`src/rtl/sai_pkg.sv`:
```
package sai_pkg;

  typedef enum logic [1:0] {
    FMT_I2S  = 2'b00,
    FMT_LJ   = 2'b01,
    FMT_RJ16 = 2'b10,
    FMT_RJ24 = 2'b11
  } fmt_e;

  typedef struct packed {
    logic mono;
    logic chsel;
    fmt_e fmt;
  } mode_t;

  function automatic logic is_bypass(mode_t m);
    return !m.mono && m.chsel && (m.fmt == FMT_RJ24);
  endfunction

  function automatic logic is_slow(mode_t m);
    return !m.mono && m.chsel && !is_bypass(m);
  endfunction

  // word-clock level that marks the left channel
  function automatic logic left_level(fmt_e f);
    return f != FMT_I2S;
  endfunction

endpackage

```
`src/rtl/sai_bitstage.sv`:
```
module sai_bitstage #(
  parameter int W = 24
) (
  input  logic         clk,
  input  logic         rst_n,
  input  logic         bclk,
  input  logic         wclk,
  input  logic         sdata,
  output logic         rise,
  output logic         wedge,
  output logic         wl_prev,
  output logic         wl_now,
  output logic [W-1:0] sh_prev,
  output logic [W-1:0] sh_now
);
  logic bclk_q, have_last;

  assign rise    = bclk && !bclk_q;
  assign wl_now  = wclk;
  assign wedge   = rise && have_last && (wclk != wl_prev);
  assign sh_now  = {sh_prev[W-2:0], sdata};

  always_ff @(posedge clk) begin
    if (!rst_n) begin
      bclk_q    <= 1'b0;
      have_last <= 1'b0;
      wl_prev   <= 1'b0;
      sh_prev   <= '0;
    end else begin
      bclk_q <= bclk;
      if (rise) begin
        have_last <= 1'b1;
        wl_prev   <= wclk;
        sh_prev   <= sh_now;
      end
    end
  end
endmodule

```
`src/rtl/sai_framer.sv`:
```
module sai_framer
  import sai_pkg::*;
#(
  parameter int W  = 24,
  parameter int SW = 16
) (
  input  logic         clk,
  input  logic         rst_n,
  input  mode_t        mode,
  input  logic         rise,
  input  logic         wedge,
  input  logic         wl_prev,
  input  logic         wl_now,
  input  logic [W-1:0] sh_prev,
  input  logic [W-1:0] sh_now,
  output logic         done,
  output logic         done_left,
  output logic [W-1:0] word
);
  localparam int CW = $clog2(W + 2);
  localparam logic [CW-1:0] CMAX = CW'(W + 1);

  logic [CW-1:0] cnt, idx;
  logic          framed, framed_now, lvl;

  assign idx        = wedge ? '0 : cnt;
  assign framed_now = framed || wedge;

  always_comb begin
    done = 1'b0;
    word = sh_prev;
    lvl  = wl_prev;
    if (is_bypass(mode)) begin
      done = wedge && framed && wl_prev;
    end else begin
      unique case (mode.fmt)
        FMT_LJ: begin
          done = rise && framed_now && (idx == CW'(W - 1));
          word = sh_now;
          lvl  = wl_now;
        end
        FMT_I2S: begin
          done = rise && framed_now && (idx == CW'(W));
          word = sh_now;
          lvl  = wl_now;
        end
        FMT_RJ16: begin
          done = wedge && framed;
          word = {{(W-SW){sh_prev[SW-1]}}, sh_prev[SW-1:0]};
        end
        default: done = wedge && framed;
      endcase
    end
    done_left = is_bypass(mode) || (lvl == left_level(mode.fmt));
  end

  always_ff @(posedge clk) begin
    if (!rst_n) begin
      cnt    <= '0;
      framed <= 1'b0;
    end else if (rise) begin
      framed <= framed_now;
      cnt    <= (idx == CMAX) ? CMAX : idx + 1'b1;
    end
  end
endmodule

```
`src/rtl/sai_router.sv`:
```
module sai_router
  import sai_pkg::*;
#(
  parameter int W = 24
) (
  input  logic         clk,
  input  logic         rst_n,
  input  mode_t        mode,
  input  logic         done,
  input  logic         done_left,
  input  logic [W-1:0] word,
  output logic         l_valid,
  output logic [W-1:0] l_data,
  output logic         r_valid,
  output logic [W-1:0] r_data
);
  logic to_l, to_r;

  always_comb begin
    if (is_bypass(mode)) begin
      to_l = done;
      to_r = done;
    end else if (mode.mono) begin
      to_l = done && (done_left != mode.chsel);
      to_r = to_l;
    end else begin
      to_l = done && done_left;
      to_r = done && !done_left;
    end
  end

  always_ff @(posedge clk) begin
    if (!rst_n) begin
      l_valid <= 1'b0;
      r_valid <= 1'b0;
      l_data  <= '0;
      r_data  <= '0;
    end else begin
      l_valid <= to_l;
      r_valid <= to_r;
      if (to_l) l_data <= word;
      if (to_r) r_data <= word;
    end
  end
endmodule

```
`src/rtl/serial_audio_rx.sv`:
```
module serial_audio_rx
  import sai_pkg::*;
#(
  parameter int W  = 24,
  parameter int SW = 16
) (
  input  logic         clk,
  input  logic         rst_n,
  input  logic [3:0]   mode,
  input  logic         bclk,
  input  logic         wclk,
  input  logic         sdata,
  output logic         l_valid,
  output logic [W-1:0] l_data,
  output logic         r_valid,
  output logic [W-1:0] r_data,
  output logic         slow_rolloff,
  output logic         bypass_on
);
  mode_t        m;
  logic         bit_rise, wedge, wl_prev, wl_now, word_done, done_left;
  logic [W-1:0] sh_prev, sh_now, word;

  assign m            = mode_t'(mode);
  assign slow_rolloff = is_slow(m);
  assign bypass_on    = is_bypass(m);

  sai_bitstage #(.W(W)) u_bits (
    .clk(clk), .rst_n(rst_n), .bclk(bclk), .wclk(wclk), .sdata(sdata),
    .rise(bit_rise), .wedge(wedge), .wl_prev(wl_prev), .wl_now(wl_now),
    .sh_prev(sh_prev), .sh_now(sh_now)
  );

  sai_framer #(.W(W), .SW(SW)) u_frame (
    .clk(clk), .rst_n(rst_n), .mode(m), .rise(bit_rise), .wedge(wedge),
    .wl_prev(wl_prev), .wl_now(wl_now), .sh_prev(sh_prev), .sh_now(sh_now),
    .done(word_done), .done_left(done_left), .word(word)
  );

  sai_router #(.W(W)) u_route (
    .clk(clk), .rst_n(rst_n), .mode(m), .done(word_done),
    .done_left(done_left), .word(word),
    .l_valid(l_valid), .l_data(l_data), .r_valid(r_valid), .r_data(r_data)
  );
endmodule

```
`config.mk`:
```
export PLATFORM = sky130hd
export DESIGN_NAME = serial_audio_rx
export DESIGN_NICKNAME = d
export VERILOG_FILES = /design/src/rtl/sai_pkg.sv /design/src/rtl/sai_bitstage.sv /design/src/rtl/sai_framer.sv /design/src/rtl/sai_router.sv /design/src/rtl/serial_audio_rx.sv
export SDC_FILE = /design/constraint.sdc
export NUM_CORES = 1
export LEC_CHECK = 0
export BUFFER_PORTS_ARGS = -buffer_cell sky130_fd_sc_hd__buf_2
export CAP_MARGIN = 20
export CORE_UTILIZATION = 50
export CTS_CLUSTER_SIZE = 30
export DETAILED_ROUTE_END_ITERATION = 8
export GPL_TIMING_DRIVEN = 0
export PLACE_DENSITY = 0.71
export SLEW_MARGIN = 20
export SYNTH_ARGS = -nofsm -noshare
export SYNTH_HDL_FRONTEND = slang
export SYNTH_SLANG_ARGS = --single-unit
export TNS_END_PERCENT = 100
```
`constraint.sdc`:
```
create_clock -name clk -period 4.25 [get_ports clk]
set_input_delay 0.2125 -clock clk [delete_from_list [all_inputs] [get_ports clk]]
set_output_delay 0.2125 -clock clk [all_outputs]
set_load 0.03 [all_outputs]
```
==> results.md <==
- Slew headroom: 49.5%
- Area share of fa/ha/maj cells after synthesis: 0.603%
- Die area: 8660 sq um
- Crit. End Element: flop
- Post-synth EDFFs: 0
- Run status: complete, no violations
- CP bufs+invs: 2
- Final setup vio count: 0
- Critical R2R Launch: u_bits.bclk_q
- Fin crit share: 55.5%
- Max-cap violations: 0
- Post-synthesis sequential area ratio: 40.1%
- Hold EP: u_bits.bclk_q
- Synth Net Count: 491
- All-Layer GR Usage: 24.7%
- Mapped Avg Cell Area: 8.64 sq um
- DRT Pass-1 Iters: 5
- Layout fillers: 688
- Placed cells: 641
- Ys Warns: 0
- Initial antenna violation count: 0
- Clk root buf: clkbuf_8
- TritonCTS clock tree: done
- # hold bufs at CTS: 0
- Worst VDD drop: 0.197 mV
- Max Fclk: 424 MHz
- Clock network fraction of total power: 41.3%
- Share of flip-flops with an asynchronous set or reset: 0%
- Worst reg2reg path depth: 6
- Vias in the first global route: 3548
- Post-placement cell area: 4570 sq um
- Ports: 61
- Area grow syn2layout: 15.6%
- Post-CTS setup repair buffer count: 0
- Tightest Hold Check Type: in2reg
- Synth Flop Type: dfxtp_1
- Minimum hold slack: 0.106 ns
- Hold Crit Depth: 2
- Critical path's top delay family: simple AND/OR/NAND/NOR gates
- # nets final: 561
- Chip Width: 93.1 um
- DR iter-0 viols: 224
- Detailed placement HPWL: 7350 um
- Height of the die: 93.1 um
- Synth Instances: 480
- Total CTS buffers: 9
- Antenna cell count: 0
- Leak pwr: 1.74 nW
- CTS sink cnt: 83
- GPL Wtd Cong: 0.923
- Critical path startpoint category: flop
- Setup TNS: 0 ns
- Post-Synth XOR/XNOR Area: 0.845%
- CP Cell Sequence: nand3b_1 -> or4_1 -> buf_2 -> o21ai_1 -> buf_2 -> o221ai_1
- First-pass GRT wire length: 17000 um
- Clock skew: 0.0104 ns
- Routed len/inst: 15.5 um
- IO buf count: 59
- Pwr Density: 322 nW/um^2
- Rows: 32
- Design Area, Final: 4790 sq um
- WS Path Type: reg2reg
- Complex-gate fraction of the synthesized area: 23.6%
- DRC viols: 0
- Crit. Startpoint: u_bits.bclk_q
- Starting Density: 52.6%
- Via count: 3724
- P_int: 0.00115 W
- Final hold violation count: 0
- Fraction of layout cells with a size suffix above 1: 23.4%
- Simple-gate portion of the synthesized area: 19.5%
- Crit path largest cell delay: 0.53 ns
- Sw Ratio: 25.3%
- Pin count of the biggest net entering global routing: 16
- Clock Path Buffers: 2
- Post-route insts no fill: 657
- H-Tree Level Count: 3
- Crit-path slowest cell: or4_1
- Required time of the critical path: 4.47 ns
- Clk_lat worst skew: 0.35 ns
- RSZ-0062 raised after global routing: false
- Cell variety after synth: 48
- Max Slew Vio Count: 0
- Post-DRT Antenna Nets: 0
- Vias per std cell: 5.67
- Largest family of logic cells by synthesized area: compound AO/OA/AOI/OAI gates
- Clock transition time at the flip-flop clock pins of the worst setup and hold paths: 0.08 ns
- Post-cts resize count: 0
- DRT Wirelength: 10200 um
- Most frequent CP cell: buf_2
- Syn Std Cell Area: 4150 sq um
- Worst path arrival time: 2.58 ns
- Crit Path Max Fanout: 10
- Switching Power: 0.000390 W
- Min Tclk post-route: 2.36 ns
- Logic pwr share: 7.7%
- Hold Startpoint: bclk
- Pin slew with the least headroom to its limit: 0.752 ns
- RR Endpoint: u_route.r_data[3]
- R2R Setup Slk: 1.89 ns
- Seq pwr share: 51.0%
- Grt ovf: 0
- Core footprint: 7890 sq um
- Mux contribution to synthesized area: 10.4%
- Seq cells post-synth: 83
- Pwr Total: 0.00154 W
-- state kept, by name, summed over array words and instances (netlist names) --
| register | count |
|---|---|
| u_route.r_data | 24 |
| u_bits.wl_prev | 1 |
| u_bits.have_last | 1 |
| u_route.l_data | 24 |
| u_bits.sh_prev | 24 |
| u_route.r_valid | 1 |
| u_route.l_valid | 1 |
| u_frame.cnt | 5 |
| u_frame.framed | 1 |
| u_bits.bclk_q | 1 |
-- through the flow --
| step | setup slack (ns) | utilization [%] |
|---|---|---|
| after floorplan | 2.35 | - |
| after global placement | 1.92 | 57.9 |
| after detailed placement | 1.86 | 57.9 |
| after CTS | 1.90 | 60.8 |
| after global routing | 1.75 | 60.8 |
| final | 1.89 | 60.8 |
-- placed cells by master (no fill, tap or decap), types with 2 or more instances in the layout --
cell,n
nand2_1,126
dfxtp_1,83
buf_2,65
nor2_1,30
a21boi_0,29
mux2i_1,25
clkbuf_1,24
a31oi_1,23
o221ai_2,19
mux2_2,16
o21ai_0,13
clkbuf_8,9
a21oi_1,7
nand2b_1,6
buf_1,6
a31o_2,6
inv_1,4
nor2b_1,4
nand3_1,4
buf_6,4
o221ai_1,4
or3_1,3
and2_1,3
xnor2_1,2
nand4b_1,2
a311oi_1,2
nand3b_1,2
or4_1,2
nand4_1,2
xor2_1,2
o21a_1,2
ha_1,2
bufinv_16,2
inv_6,2
-- logic make-up (layout without fill, tap and decap cells) --
| group | after synthesis | count (layout) |
|---|---|---|
| AOI/OAI and AO/OA | 117 | 117 |
| xor gates and xnor gates | 4 | 4 |
| adders and majority gates | 2 | 2 |
| buffers and inverters | 45 | 120 |
| DFF | 83 | 83 |
| muxes | 41 | 41 |
| and+or+nand+nor | 188 | 188 |
-- layout make-up --
class	instances	area [sq um]	area share (%)
Buffer	41	195	4.07
Timing Repair Buffer	59	295	6.16
Sequential cell	83	1660	34.7
Inverter	4	15.0	0.313
Tap cell	102	128	2.66
Multi-Input combinational cell	352	2280	47.5
Clock buffer	9	124	2.58
Clock inverter	7	98.8	2.06
-- power by group through the flow --
stage / clock network (W) / logic (W) / registers, W
after global routing: 0.000676 / 0.000130 / 0.000788
final: 0.000637 / 0.000119 / 0.000787
after detailed placement: 0 / 0.000117 / 0.000804
after CTS: 0.000647 / 0.000118 / 0.000786
after floorplan: 0 / 0.0000817 / 0.000804
after global placement: 0 / 0.000115 / 0.000804
-- cells in the mapped netlist, types with 3 or more instances --
cell type  instances  area, sq um
o221ai_1           4         35.0
nor2_1            30          113
nand2b_1           6         37.5
mux2_2            16          180
and2_1             3         18.8
buf_6              4         45.0
mux2i_1           25          250
buf_2              6         30.0
a31oi_1           23          144
inv_1              4         15.0
or3_1              3         18.8
o21ai_0           13         65.1
buf_1              6         22.5
clkbuf_1          24         90.1
o221ai_2          19          285
a21boi_0          29          218
a21oi_1            7         35.0
nand3_1            4         20.0
nor2b_1            4         25.0
dfxtp_1           83         1660
nand2_1          126          473
a31o_2             6         52.6
-- metal layers --
metal  wire length (um)  GRT usage (%)  part of all wire [%]  vias to the layer above
li1                   -              -                     -                     1835
met2               4780           41.0                    47                      131
met5                  0              0                     0                        -
met4                172           9.49                   1.7                        0
met1               4700           32.4                    46                     1740
met3                535           3.50                   5.3                       18
-- how the worst max path moves through the flow --
stage / to / depth (start not counted)
global placement: u_route.r_data[13] / 8
detailed placement: u_route.r_data[16] / 8
finish: u_route.r_data[3] / 6
floorplan: u_route.r_data[2] / 6
global route: u_route.r_data[2] / 6
CTS: u_route.r_data[3] / 6
No activity file was read; power rests on OpenSTA's default activity.
